File: src/rtl/seqdp_pkg.sv
package seqdp_pkg;
  localparam int ST_W  = 2;
  localparam int N_ST  = 1 << ST_W;
  localparam int FN_W  = 3;

  localparam logic [FN_W-1:0] OP_SUB = 3'b010;
  localparam logic [FN_W-1:0] OP_ADD = 3'b011;
  localparam logic [FN_W-1:0] OP_OR  = 3'b101;

  typedef struct packed {
    logic [ST_W-1:0] nxt;
    logic [FN_W-1:0] op;
    logic            ld_a;
    logic            ld_b;
  } ctrl_word_t;

  localparam int CW_W = $bits(ctrl_word_t);

  // Program loaded at reset: add->A, sub->B, or->A, then back to state 0.
  function automatic ctrl_word_t boot_word(input int idx);
    ctrl_word_t w;
    case (idx)
      0:       w = '{nxt: 2'd1, op: OP_ADD, ld_a: 1'b1, ld_b: 1'b0};
      1:       w = '{nxt: 2'd2, op: OP_SUB, ld_a: 1'b0, ld_b: 1'b1};
      2:       w = '{nxt: 2'd0, op: OP_OR,  ld_a: 1'b1, ld_b: 1'b0};
      default: w = '0;
    endcase
    return w;
  endfunction
endpackage

File: src/rtl/seqdp_alu.sv
module seqdp_alu
  import seqdp_pkg::*;
#(
  parameter int DW = 8
) (
  input  logic [DW-1:0]   opa,
  input  logic [DW-1:0]   opb,
  input  logic [FN_W-1:0] op,
  output logic [DW-1:0]   res
);
  always_comb begin
    case (op)
      OP_ADD:  res = opa + opb;
      OP_SUB:  res = opa - opb;
      OP_OR:   res = opa | opb;
      default: res = opa;
    endcase
  end
endmodule

File: src/rtl/seqdp_loadreg.sv
module seqdp_loadreg #(
  parameter int          DW      = 8,
  parameter logic [DW-1:0] RST_VAL = '0
) (
  input  logic          clk,
  input  logic          rst_n,
  input  logic          load,
  input  logic [DW-1:0] d,
  output logic [DW-1:0] q
);
  logic [DW-1:0] q_nxt;

  always_comb begin
    q_nxt = q;
    if (load) q_nxt = d;
  end

  always_ff @(posedge clk or negedge rst_n) begin
    if (!rst_n) q <= RST_VAL;
    else        q <= q_nxt;
  end

  AST_HOLD_WITHOUT_LOAD: assert property (@(posedge clk) disable iff (!rst_n)
    !load |=> q == $past(q));
endmodule

File: src/rtl/seqdp_ctrl_mem.sv
module seqdp_ctrl_mem
  import seqdp_pkg::*;
(
  input  logic            clk,
  input  logic            rst_n,
  input  logic            hold,
  input  logic            wr_req,
  input  logic [ST_W-1:0] wr_addr,
  input  ctrl_word_t      wr_word,
  input  logic [ST_W-1:0] rd_addr,
  output ctrl_word_t      rd_word
);
  ctrl_word_t [N_ST-1:0] words;
  logic                  wr_ok;

  assign wr_ok   = hold & wr_req;
  assign rd_word = words[rd_addr];

  for (genvar g = 0; g < N_ST; g++) begin : g_word
    logic wr_hit;
    assign wr_hit = wr_ok && (wr_addr == ST_W'(g));
    always_ff @(posedge clk or negedge rst_n) begin
      if (!rst_n)      words[g] <= boot_word(g);
      else if (wr_hit) words[g] <= wr_word;
    end
  end

  AST_NO_WRITE_WHILE_RUNNING: assert property (@(posedge clk) disable iff (!rst_n)
    !hold |=> words == $past(words));
endmodule

File: src/rtl/seqdp_top.sv
module seqdp_top
  import seqdp_pkg::*;
#(
  parameter int          DW     = 8,
  parameter logic [DW-1:0] A_INIT = '0,
  parameter logic [DW-1:0] B_INIT = '0
) (
  input  logic            clk,
  input  logic            rst_n,
  input  logic            halt,
  input  logic            cw_we,
  input  logic [ST_W-1:0] cw_addr,
  input  logic [CW_W-1:0] cw_data,
  output logic [DW-1:0]   acc_a,
  output logic [DW-1:0]   acc_b,
  output logic [ST_W-1:0] state
);
  // Reset: asserted asynchronously, released on a clock edge.
  logic [1:0] rst_pipe;
  logic       rst_s_n;
  always_ff @(posedge clk or negedge rst_n) begin
    if (!rst_n) rst_pipe <= '0;
    else        rst_pipe <= {rst_pipe[0], 1'b1};
  end
  assign rst_s_n = rst_pipe[1];

  ctrl_word_t      cw;
  logic [ST_W-1:0] st_q, st_nxt;
  logic [DW-1:0]   alu_y;
  logic            en_a, en_b;

  seqdp_ctrl_mem u_store (
    .clk     (clk),
    .rst_n   (rst_s_n),
    .hold    (halt),
    .wr_req  (cw_we),
    .wr_addr (cw_addr),
    .wr_word (ctrl_word_t'(cw_data)),
    .rd_addr (st_q),
    .rd_word (cw)
  );

  always_comb begin
    st_nxt = st_q;
    if (!halt) st_nxt = cw.nxt;
  end

  always_ff @(posedge clk or negedge rst_s_n) begin
    if (!rst_s_n) st_q <= '0;
    else          st_q <= st_nxt;
  end

  assign en_a = cw.ld_a & ~halt;
  assign en_b = cw.ld_b & ~halt;

  seqdp_alu #(.DW(DW)) u_alu (
    .opa (acc_a),
    .opb (acc_b),
    .op  (cw.op),
    .res (alu_y)
  );

  seqdp_loadreg #(.DW(DW), .RST_VAL(A_INIT)) u_reg_a (
    .clk (clk), .rst_n (rst_s_n), .load (en_a), .d (alu_y), .q (acc_a)
  );

  seqdp_loadreg #(.DW(DW), .RST_VAL(B_INIT)) u_reg_b (
    .clk (clk), .rst_n (rst_s_n), .load (en_b), .d (alu_y), .q (acc_b)
  );

  assign state = st_q;

  AST_STATE_FROM_WORD: assert property (@(posedge clk) disable iff (!rst_s_n)
    !halt |=> st_q == $past(cw.nxt));
  AST_HALT_FREEZES: assert property (@(posedge clk) disable iff (!rst_s_n)
    halt |=> (st_q == $past(st_q)) && (acc_a == $past(acc_a)) && (acc_b == $past(acc_b)));
endmodule

File: config.mk
export PLATFORM = sky130hd
export DESIGN_NAME = seqdp_top
export DESIGN_NICKNAME = d
export VERILOG_FILES = /design/src/rtl/seqdp_pkg.sv /design/src/rtl/seqdp_alu.sv /design/src/rtl/seqdp_loadreg.sv /design/src/rtl/seqdp_ctrl_mem.sv /design/src/rtl/seqdp_top.sv
export SDC_FILE = /design/constraint.sdc
export NUM_CORES = 1
export LEC_CHECK = 0
export ABC_AREA = 1
export BUFFER_PORTS_ARGS = -buffer_cell sky130_fd_sc_hd__buf_2
export CORE_ASPECT_RATIO = 0.5
export CORE_UTILIZATION = 45
export DETAILED_ROUTE_END_ITERATION = 12
export GPL_ROUTABILITY_DRIVEN = 0
export GPL_TIMING_DRIVEN = 0
export HOLD_SLACK_MARGIN = 0.06
export PLACE_DENSITY_LB_ADDON = 0.1
export SLEW_MARGIN = 5
export SYNTH_ARGS = -nofsm -noshare
export SYNTH_HDL_FRONTEND = slang
export SYNTH_SLANG_ARGS = --single-unit
export TNS_END_PERCENT = 20
File: constraint.sdc
create_clock -name clk -period 1.45 [get_ports clk]
set_input_delay 0.145 -clock clk [delete_from_list [all_inputs] [get_ports clk]]
set_output_delay 0.145 -clock clk [all_outputs]
set_load 0.02 [all_outputs]
# [After elaboration in Yosys (flattened, before gate mapping)]
# Index checks and enable logic that the tools add are counted.
[classes] n_lt_le_gt_ge=1 add_sub_neg=2 n_reduce_logical=5 n_eq_ne=6 mux=3 n_bitwise=5
[op_table] operator="one-hot mux 8 bit (3 select lines)" count=1
[op_table] operator="binary-select mux 7 bit (select 2 bit)" count=1
[op_table] operator="adder 8 bit" count=1
[op_table] operator="bitwise OR 8 bit" count=1
[op_table] operator="subtractor 8 bit" count=1
[op_table] operator="2-to-1 mux 7 bit" count=1
[op_table] operator="== test 3 x 2 -> 1 bit (second input constant)" count=2
[op_table] operator="== test 2 bit (second input constant)" count=2
[op_table] operator="logical AND 1 bit" count=4
[op_table] operator="bitwise AND 1 bit" count=3
[op_table] operator="== test 3 bit (second input constant)" count=1
[op_table] operator="< comparator 2 x 3 -> 1 bit (second input constant)" count=1
[op_table] operator="== test 2 x 1 -> 1 bit (second input constant)" count=1
[op_table] operator="logical NOT 2 bit" count=1
[op_table] operator="inverter 1 bit" count=1
[totals] word_cells=42 ff_bits=48 input_bits=13 out_inout_bits=18

# [Longest topological paths before layout]
# Gate-level depths: netlist of the first run.
[logic_depth] word_depth=4 ltp_mapped=21 mapped_depth_nobuf=20

# [Cells and area by module]
# Synthesis of the first run repeated with hierarchy kept, for this count alone.
[hier_totals] cells_unflattened=423 area_unflattened_um2=2952.8
[modules_own_cells] module="seqdp_ctrl_mem" cells_per_inst=208 area_per_inst_um2=1490.2 instances=1 seq_area_each_um2=713.2
[modules_own_cells] module="seqdp_alu" cells_per_inst=131 area_per_inst_um2=706.9 instances=1 seq_area_each_um2=0.0
[modules_own_cells] module="seqdp_loadreg" cells_per_inst=34 area_per_inst_um2=305.3 instances=2 seq_area_each_um2=200.2
[modules_own_cells] module="seqdp_top" cells_per_inst=16 area_per_inst_um2=145.1 instances=1 seq_area_each_um2=100.1

# [Worst setup path before layout of the first run]
# Ideal clock, no wire load.
[synth_path] path_kind="register -> register" start="register st_q[0] (netlist: state[0])" end="register u_reg_a.q[6]" path_buffers=1 period_less_slack_ns=2.722 setup_time_ns=0.116 required_time_ns=1.334 arrival_ns=2.606 stages_incl_launch_ff=20 slack_ns=-1.272 cell_sequence="dfrtp_1 buf_4 nand2_1 nand3_1 nand2_2 nand3_2 inv_1 or2_1 xor2_1 ha_1 nand3_1 nand2_1 nand2_1 nand2_1 a21oi_1 or2_2 nand3_1 nand2_1 nand2_1 nand2_1"
[synth_between] elab_chain_cells=4 elab_cells_between_ends=7 classes_between="3 x eq/ne; 3 x mux; 1 x bitwise"
[synth_lines] item="from (decl)" line="seqdp_top.sv:28" rtl="logic [ST_W-1:0] st_q, st_nxt;"
[synth_lines] item="from (signal assigned)" line="seqdp_top.sv:50" rtl="else st_q <= st_nxt;"
[synth_lines] item="binary-select mux 7 bit (select 2 bit) (*)" line="seqdp_ctrl_mem.sv:17" rtl="assign rd_word = words[rd_addr];"
[synth_lines] item="2-to-1 mux 7 bit (implied by the code) (*)" line="seqdp_ctrl_mem.sv:17"
[synth_lines] item="== test 3 bit or == test 3 x 2 -> 1 bit (tied branches)" line="seqdp_alu.sv:12" rtl="case (op)"
[synth_lines] item="one-hot mux 8 bit (3 select lines)" line="seqdp_alu.sv:12"
[synth_lines] item="to (signal assigned)" line="seqdp_loadreg.sv:20" rtl="else q <= q_nxt;"
[synth_lines] item="to (decl)" line="seqdp_loadreg.sv:9" rtl="output logic [DW-1:0] q"
# Mark *: on every way between the ends. The rest lies on a longest branch, timed or not. The select of a mux whose other input is x is not followed.
# A chain may end at the register's enable or synchronous reset.

# [Worst setup path in the final report of the first run]
[layout_path] start="register st_q[0] (netlist: state[0])" end="register u_reg_a.q[4]"
# Same word-level chain as after synthesis.

==> results.sh, run 1 <==
export IMPL_nFillCells=519
export IMPL_final_global_route_overflow_total=0
export IMPL_placed_area_mm2=0.00293
export IMPL_routed_wire_length_per_instance_um=14.1
export IMPL_port_buffers=30
export IMPL_run_status="complete, but fails checks"
export IMPL_layout_area_overhead_vs_synth_pct=23.5
export IMPL_fp_row_count=19
export IMPL_synthesis_nets=364
export IMPL_critical_path_reg2reg_endpoint="u_reg_a.q[4]$_DFFE_PN0P_"
export IMPL_clk_root_buffer_cell="clkbuf_16"
export IMPL_yosys_register_bits=48
export IMPL_final_core_utilization_pct=58.7
export IMPL_maximum_number_of_pins_on_one_net_before_global_route_repair=26
export IMPL_worstPathBufferInverterCount=4
export IMPL_synth_xor_area_share_pct=1.65
export IMPL_io_pin_count=31
export IMPL_grt_antenna_before_repair=0
export IMPL_timing_final_crit_period_ns=2.67
export IMPL_antenna_violating_nets_post_route=0
export IMPL_beginning_of_the_critical_path="state[0]$_DFFE_PN0N_"
export IMPL_power_density_cell_area_mw_per_mm2=2570
export IMPL_worstSetupPathDepth=17
export IMPL_slowest_stage="dfrtp_2"
export IMPL_synth_yosys_seq_area_share_pct=45.9
export IMPL_avgViaCountPerCell=5.20
export IMPL_arrival_ns=2.86
export IMPL_detailedPlacementHpwl_mm=4.56
export IMPL_holdCritPathClass="in2reg"
export IMPL_worst_case_setup_margin_in_the_final_layout_ns=-1.22
export IMPL_cts_max_path_buffers=2
export IMPL_dieArea_mm2=0.00621
export IMPL_worst_r2r_cell_count=17
export IMPL_track_usage_pct=23.2
export IMPL_ys_warnings_count=0
export IMPL_synth_fa_ha_area_share_pct=5.01
export IMPL_final_cell_area_mm2=0.00327
export IMPL_crit_fanout=10
export IMPL_vdd_drop_max_mv=1.52
export IMPL_syn_inst=341
export IMPL_hold_viol_final=0
export IMPL_seqCellArea_mm2=0.00122
export IMPL_fin_hold_ws_ns=0.0701
export IMPL_startpoint_type="register"
export IMPL_timing_final_max_slew_violations=0
export IMPL_die_height_um=56.2
export IMPL_simple_logic_cell_fraction_of_the_synthesized_area_pct=24.7
export IMPL_reg2reg_slack_ns=-1.22
export IMPL_worst_setup_path_end_kind="register"
export IMPL_synth_cell_types=32
export IMPL_layout_worst_path_cycle_share_pct=184
export IMPL_final_cell_count_no_fill=467
export IMPL_chipWidth_um=110
export IMPL_floorplan_core_area_mm2=0.00556
export IMPL_mean_area_per_synthesized_cell_um2=7.76
export IMPL_layout_commonest_cell="nand2_1"
export IMPL_failing_checks="setup timing"
export IMPL_synth_edff_count=0
export IMPL_detailroute_via_count=2430
export IMPL_finalNetCount=416
export IMPL_final_setup_fails=16
export IMPL_finalSetupTns_ns=-16.31
export IMPL_placed_cells_incl_taps=445
export IMPL_drc=0
export IMPL_totalWireLength_mm=6.56
export IMPL_critical_path_top_delay_family="simple AND/OR/NAND/NOR gates"
export IMPL_tritoncts="done"
export IMPL_drt_iter0_markers=124
export IMPL_critPathMostFrequentCell="nand2_1"
export IMPL_worst_r2r_startpoint="state[0]$_DFFE_PN0N_"
export IMPL_multi_input_comb_area_mm2=0.00131
export IMPL_asyncSetResetFlopFracSynth_pct=100
export IMPL_total_leakage_power_uw=0.00167
export IMPL_grt_first_pass_wirelength_mm=11.1
export IMPL_clock_fmax_mhz=374
export IMPL_syn_cell_area_mm2=0.00265
export IMPL_worst_ep_required_time_ns=1.64
export IMPL_biggest_cell_delay_along_the_critical_path_ns=0.44
export IMPL_worst_slew_margin_rel_pct=64.4
export IMPL_numCtsBuffers=5
export IMPL_synth_top_family_by_area="simple AND/OR/NAND/NOR gates"
export IMPL_timing_worst_slew_pin_value_ns=0.533
export IMPL_insertedDiodeCount=0
export IMPL_synth_ff_type="dfrtp_1"
export IMPL_clock_skew_ns=0.00725
export IMPL_most_common_layout_cells="nand2_1, inv_1, o21ai_0"
export IMPL_cts_reportedPaths_clkPinSlew_ns=0.07
export IMPL_post_synth_mux_area_share_pct=0
export IMPL_unrepaired_setup_endpoints_after_global_routing="yes"
export IMPL_timing_setup_critical_path_class="reg2reg"
export IMPL_grt_pass1_vias=2356
export IMPL_cp_cell_sequence="buf_4 > nand2_1 > nand3_2 > nand2_4 > nand3_4 > buf_4 > nand2_1 > xor2_1 > ha_1 > a21oi_2 > nand2_1 > buf_4 > buf_4 > nor2_1 > o221ai_2 > nand2_1 > nand2_1"
export IMPL_ctsHtreeMaxLevel=2
export IMPL_clock_sinks=48
export IMPL_cap_viol_max_count=0
export IMPL_drive_gt1_share_pct=26.9
export IMPL_synth_compound_area_share_pct=14.3
export IMPL_drt_pass1_iter_count=4
export IMPL_cp_endpoint="u_reg_a.q[4]$_DFFE_PN0P_"
export IMPL_insertion_delay_ns=0.30
export IMPL_start_util_pct=47.6
-- cell type report --
type,count,area share (%)
Clock inverter,2,0.421
Sequential cell,48,37.3
Multi-Input combinational cell,240,39.9
Inverter,43,4.94
Tap cell,73,2.79
Buffer,10,1.91
Timing Repair Buffer,45,8.50
Clock buffer,6,4.25
-- logic make-up (layout without fill, tap and decap cells) --
logic type | count (synthesis) | in the layout
AND/OR/NAND/NOR | 157 | 157
XOR/XNOR | 5 | 5
flip-flops | 48 | 48
buffers and inverters | 53 | 106
AO/OA/AOI/OAI | 67 | 67
other | 1 | 1
adder cells (fa/ha/maj) | 10 | 10
-- per-layer routing --
layer  up-vias  share of wire [%]  GRT usage [%]
li1       1204                  -              -
met1      1142                 49           31.0
met2        74                 43           37.0
met3        10                5.5           5.56
met4         0                1.8           8.95
met5         -                  0              0
-- registers in the layout (all words and copies together), names as in the netlist --
register       flops
u_reg_a.q          8
rst_pipe           2
state              2
u_reg_b.q          8
u_store.words     28
-- worst min path at each step --
stage | slack, ns | cells past startpoint | end | startpoint
after floorplan | -0.15 | 0 | rst_pipe[0]$_DFF_PN0_ | rst_n
final | 0.07 | 3 | u_store.words[21]$_DFFE_PN0P_ | cw_data[0]
after global routing | 0.09 | 3 | u_store.words[22]$_DFFE_PN0P_ | cw_data[1]
after global placement | -0.07 | 1 | rst_pipe[0]$_DFF_PN0_ | rst_n
after detailed placement | -0.07 | 1 | rst_pipe[0]$_DFF_PN0_ | rst_n
after CTS | 0.07 | 3 | u_store.words[21]$_DFFE_PN0P_ | cw_data[0]
-- through the flow --
stage / power, uW / setup WS [ns]
6_report: 8400 / -1.22
5_1_grt: 9090 / -1.41
4_1_cts: 8170 / -1.19
3_5_place_dp: 6320 / -1.44
3_3_place_gp: 6180 / -1.40
2_1_floorplan: 5300 / -1.15
-- report_power, final --
group / switching, uW / internal (uW) / total (uW)
Clock: 541 / 691 / 1230
Combinational: 3030 / 2080 / 5110
Sequential: 309 / 1740 / 2050
Total: 3880 / 4520 / 8400
-- tightest hold or removal path, stage by stage --
cell and delay (ns):
buf_2 0.08, nand2_1 0.04, o21ai_0 0.06
-- what timing repair did --
item | CTS | global route
gates resized for setup | 17 | 6
hold endpoints to repair | 2 | 0
hold buffers | 1 | 0
cloned | 0 | 0
buffers inserted | 12 | 1
endpoints found under the setup margin | 16 | 17
pin swaps | 10 | 10
-- synthesized netlist by cell type (all sizes together) (2+ instances only) --
cell,number,area [um^2]
nand3,24,130
clkbuf,4,15.0
a31oi,2,12.5
dfrtp,38,951
buf,6,45.0
nor2,19,73.8
inv,43,161
o211ai,7,57.6
ha,9,113
xor2,5,43.8
o21ai,42,210
a21oi,12,63.8
dfstp,10,263
nand2,108,413
o221ai,2,17.5
or2,4,25.0
Note: power is estimated with default switching activity, not from simulation.
==> inputs of run 2 (changes only) <==
Settings changed: CORE_UTILIZATION 45 to 50, REMOVE_ABC_BUFFERS set to 1.
==> results.sh, run 2 (same netlist as run 1, synthesis figures left out) <==
export IMPL_placed_area_mm2=0.00285
export IMPL_worst_r2r_startpoint="u_store.words[2]$_DFFE_PN1P_"
export IMPL_holdCritStartpoint="cw_data[1]"
export IMPL_crit_fanout=4
export IMPL_beginning_of_the_critical_path="u_store.words[2]$_DFFE_PN1P_"
export IMPL_timing_setup_critical_path_class="reg2reg"
export IMPL_grt_first_pass_wirelength_mm=10.1
export IMPL_avgViaCountPerCell=5.12
export IMPL_insertedDiodeCount=0
export IMPL_hold_viol_final=0
export IMPL_placement_setup_worst_slack_ns=-1.79
export IMPL_startpoint_type="register"
export IMPL_worst_ep_required_time_ns=1.64
export IMPL_timing_final_max_slew_violations=0
export IMPL_grt_antenna_before_repair=0
export IMPL_drive_gt1_share_pct=29.2
export IMPL_worst_setup_path_end_kind="register"
export IMPL_largest_reg_by_ff_count="u_store.words"
export IMPL_worst_case_setup_margin_in_the_final_layout_ns=-1.22
export IMPL_detailedPlacementHpwl_mm=4.03
export IMPL_vdd_drop_max_mv=1.47
export IMPL_max_reg_flops=28
export IMPL_antenna_violating_nets_post_route=0
export IMPL_chipWidth_um=105
export IMPL_cap_viol_max_count=0
export IMPL_routed_wire_length_per_instance_um=13.2
export IMPL_total_power_uw=8470
export IMPL_worst_slew_margin_rel_pct=43.2
export IMPL_insertion_delay_ns=0.30
export IMPL_final_cell_count_no_fill=464
export IMPL_clock_fmax_mhz=375
export IMPL_placed_cells_incl_taps=432
export IMPL_most_common_layout_cells="nand2_1, inv_1, o21ai_0"
export IMPL_io_pin_count=31
export IMPL_maximum_number_of_pins_on_one_net_before_global_route_repair=40
export IMPL_cts_max_path_buffers=2
export IMPL_numCtsBuffers=5
export IMPL_nFillCells=441
export IMPL_layout_area_overhead_vs_synth_pct=24.5
export IMPL_clock_sinks=48
export IMPL_holdCritPathClass="in2reg"
export IMPL_drt_iter0_markers=102
export IMPL_fin_hold_ws_ns=0.0662
export IMPL_port_buffers=30
export IMPL_drt_pass1_iter_count=4
export IMPL_largest_registers="u_store.words x28, u_reg_a.q x8, u_reg_b.q x8"
export IMPL_floorplan_core_area_mm2=0.00500
export IMPL_start_util_pct=52.9
export IMPL_totalWireLength_mm=6.13
export IMPL_clock_skew_ns=0.00367
export IMPL_cts_reportedPaths_clkPinSlew_ns=0.09
export IMPL_final_cell_area_mm2=0.00330
export IMPL_final_global_route_overflow_total=0
export IMPL_layout_worst_path_cycle_share_pct=184
export IMPL_clk_root_buffer_cell="clkbuf_8"
export IMPL_tritoncts="done"
export IMPL_ctsHtreeMaxLevel=2
export IMPL_arrival_ns=2.86
export IMPL_unrepaired_setup_endpoints_after_global_routing="yes"
export IMPL_detailroute_via_count=2377
export IMPL_failing_checks="setup timing"
export IMPL_run_status="complete, but fails checks"
export IMPL_die_height_um=53.4
export IMPL_track_usage_pct=23.9
export IMPL_power_density_cell_area_mw_per_mm2=2570
export IMPL_dieArea_mm2=0.00561
export IMPL_timing_final_crit_period_ns=2.67
export IMPL_final_setup_fails=16
export IMPL_timing_worst_slew_pin_value_ns=0.848
export IMPL_finalNetCount=416
export IMPL_fp_row_count=18
export IMPL_layout_commonest_cell="nand2_1"
export IMPL_drc=0
export IMPL_grt_pass1_vias=2230
export IMPL_total_leakage_power_uw=0.00167
==> run 2: routing by layer <==
metal | vias up | track usage [%] | share of wire, %
met5 | - | 0 | 0
met3 | 11 | 4.43 | 3.3
li1 | 1202 | - | -
met1 | 1120 | 29.8 | 48
met2 | 44 | 43.6 | 48
met4 | 0 | 7.04 | 1.3
==> run 2: power breakdown <==
part | switching [uW] | internal, uW | total [uW]
logic | 3280 | 2360 | 5640
clock network | 436 | 340 | 776
registers | 308 | 1740 | 2050
==> run 2: final timing paths <==
kind / to / slack [ns] / cells past startpoint
max: u_reg_a.q[6]$_DFFE_PN0P_ / -1.22 / 18
min: u_store.words[22]$_DFFE_PN0P_ / 0.07 / 3
max reg2reg: u_reg_a.q[6]$_DFFE_PN0P_ / -1.22 / 18
min reg2reg: u_store.words[26]$_DFFE_PN0P_ / 0.11 / 0
max in group asynchronous: u_store.words[2]$_DFFE_PN1P_ / 0.82 / 1
min in group asynchronous: u_store.words[26]$_DFFE_PN0P_ / 0.11 / 0
==> run 2: cell type report <==
cell class | instances | area [um^2] | area share (%)
sequential | 48 | 1220 | 36.9
inverter | 43 | 171 | 5.20
multi-input combinational | 240 | 1370 | 41.7
clock buffer | 7 | 76.3 | 2.32
tap | 70 | 87.6 | 2.66
clock inverter | 1 | 5.00 | 0.152
timing repair buffer | 55 | 364 | 11.0
==> run 2: per-stage QoR <==
stage | util, % | setup TNS, ns
floorplan | - | -16.69
global placement | 56.5 | -42.89
detailed placement | 57.0 | -22.81
CTS | 63.9 | -15.21
global route | 65.9 | -18.10
finish | 65.9 | -15.66
==> run 2: timing repair <==
action | in CTS | in global routing
setup buffers | 18 | 5
gates resized for setup | 29 | 21
hold endpoints to repair | 2 | 0
gates cloned | 0 | 0
endpoints found under the setup margin | 16 | 16
pin swaps | 16 | 20
hold buffers | 1 | 0
==> run 2: critical path, stage by stage, from the launching register on <==
cell and delay, ns:
dfstp_2 0.58, nand2_4 0.06, nand3_2 0.08, nand2_2 0.07, nand3_4 0.11, inv_4 0.04, or2_1 0.23, xor2_1 0.15
ha_1 0.38, nand3_2 0.10, nand2_2 0.10, nand2_2 0.06, nand2_2 0.08, a21oi_2 0.06, or2_4 0.25, nand3_2 0.06
nand2_2 0.05, nand2_1 0.06, nand2_1 0.05
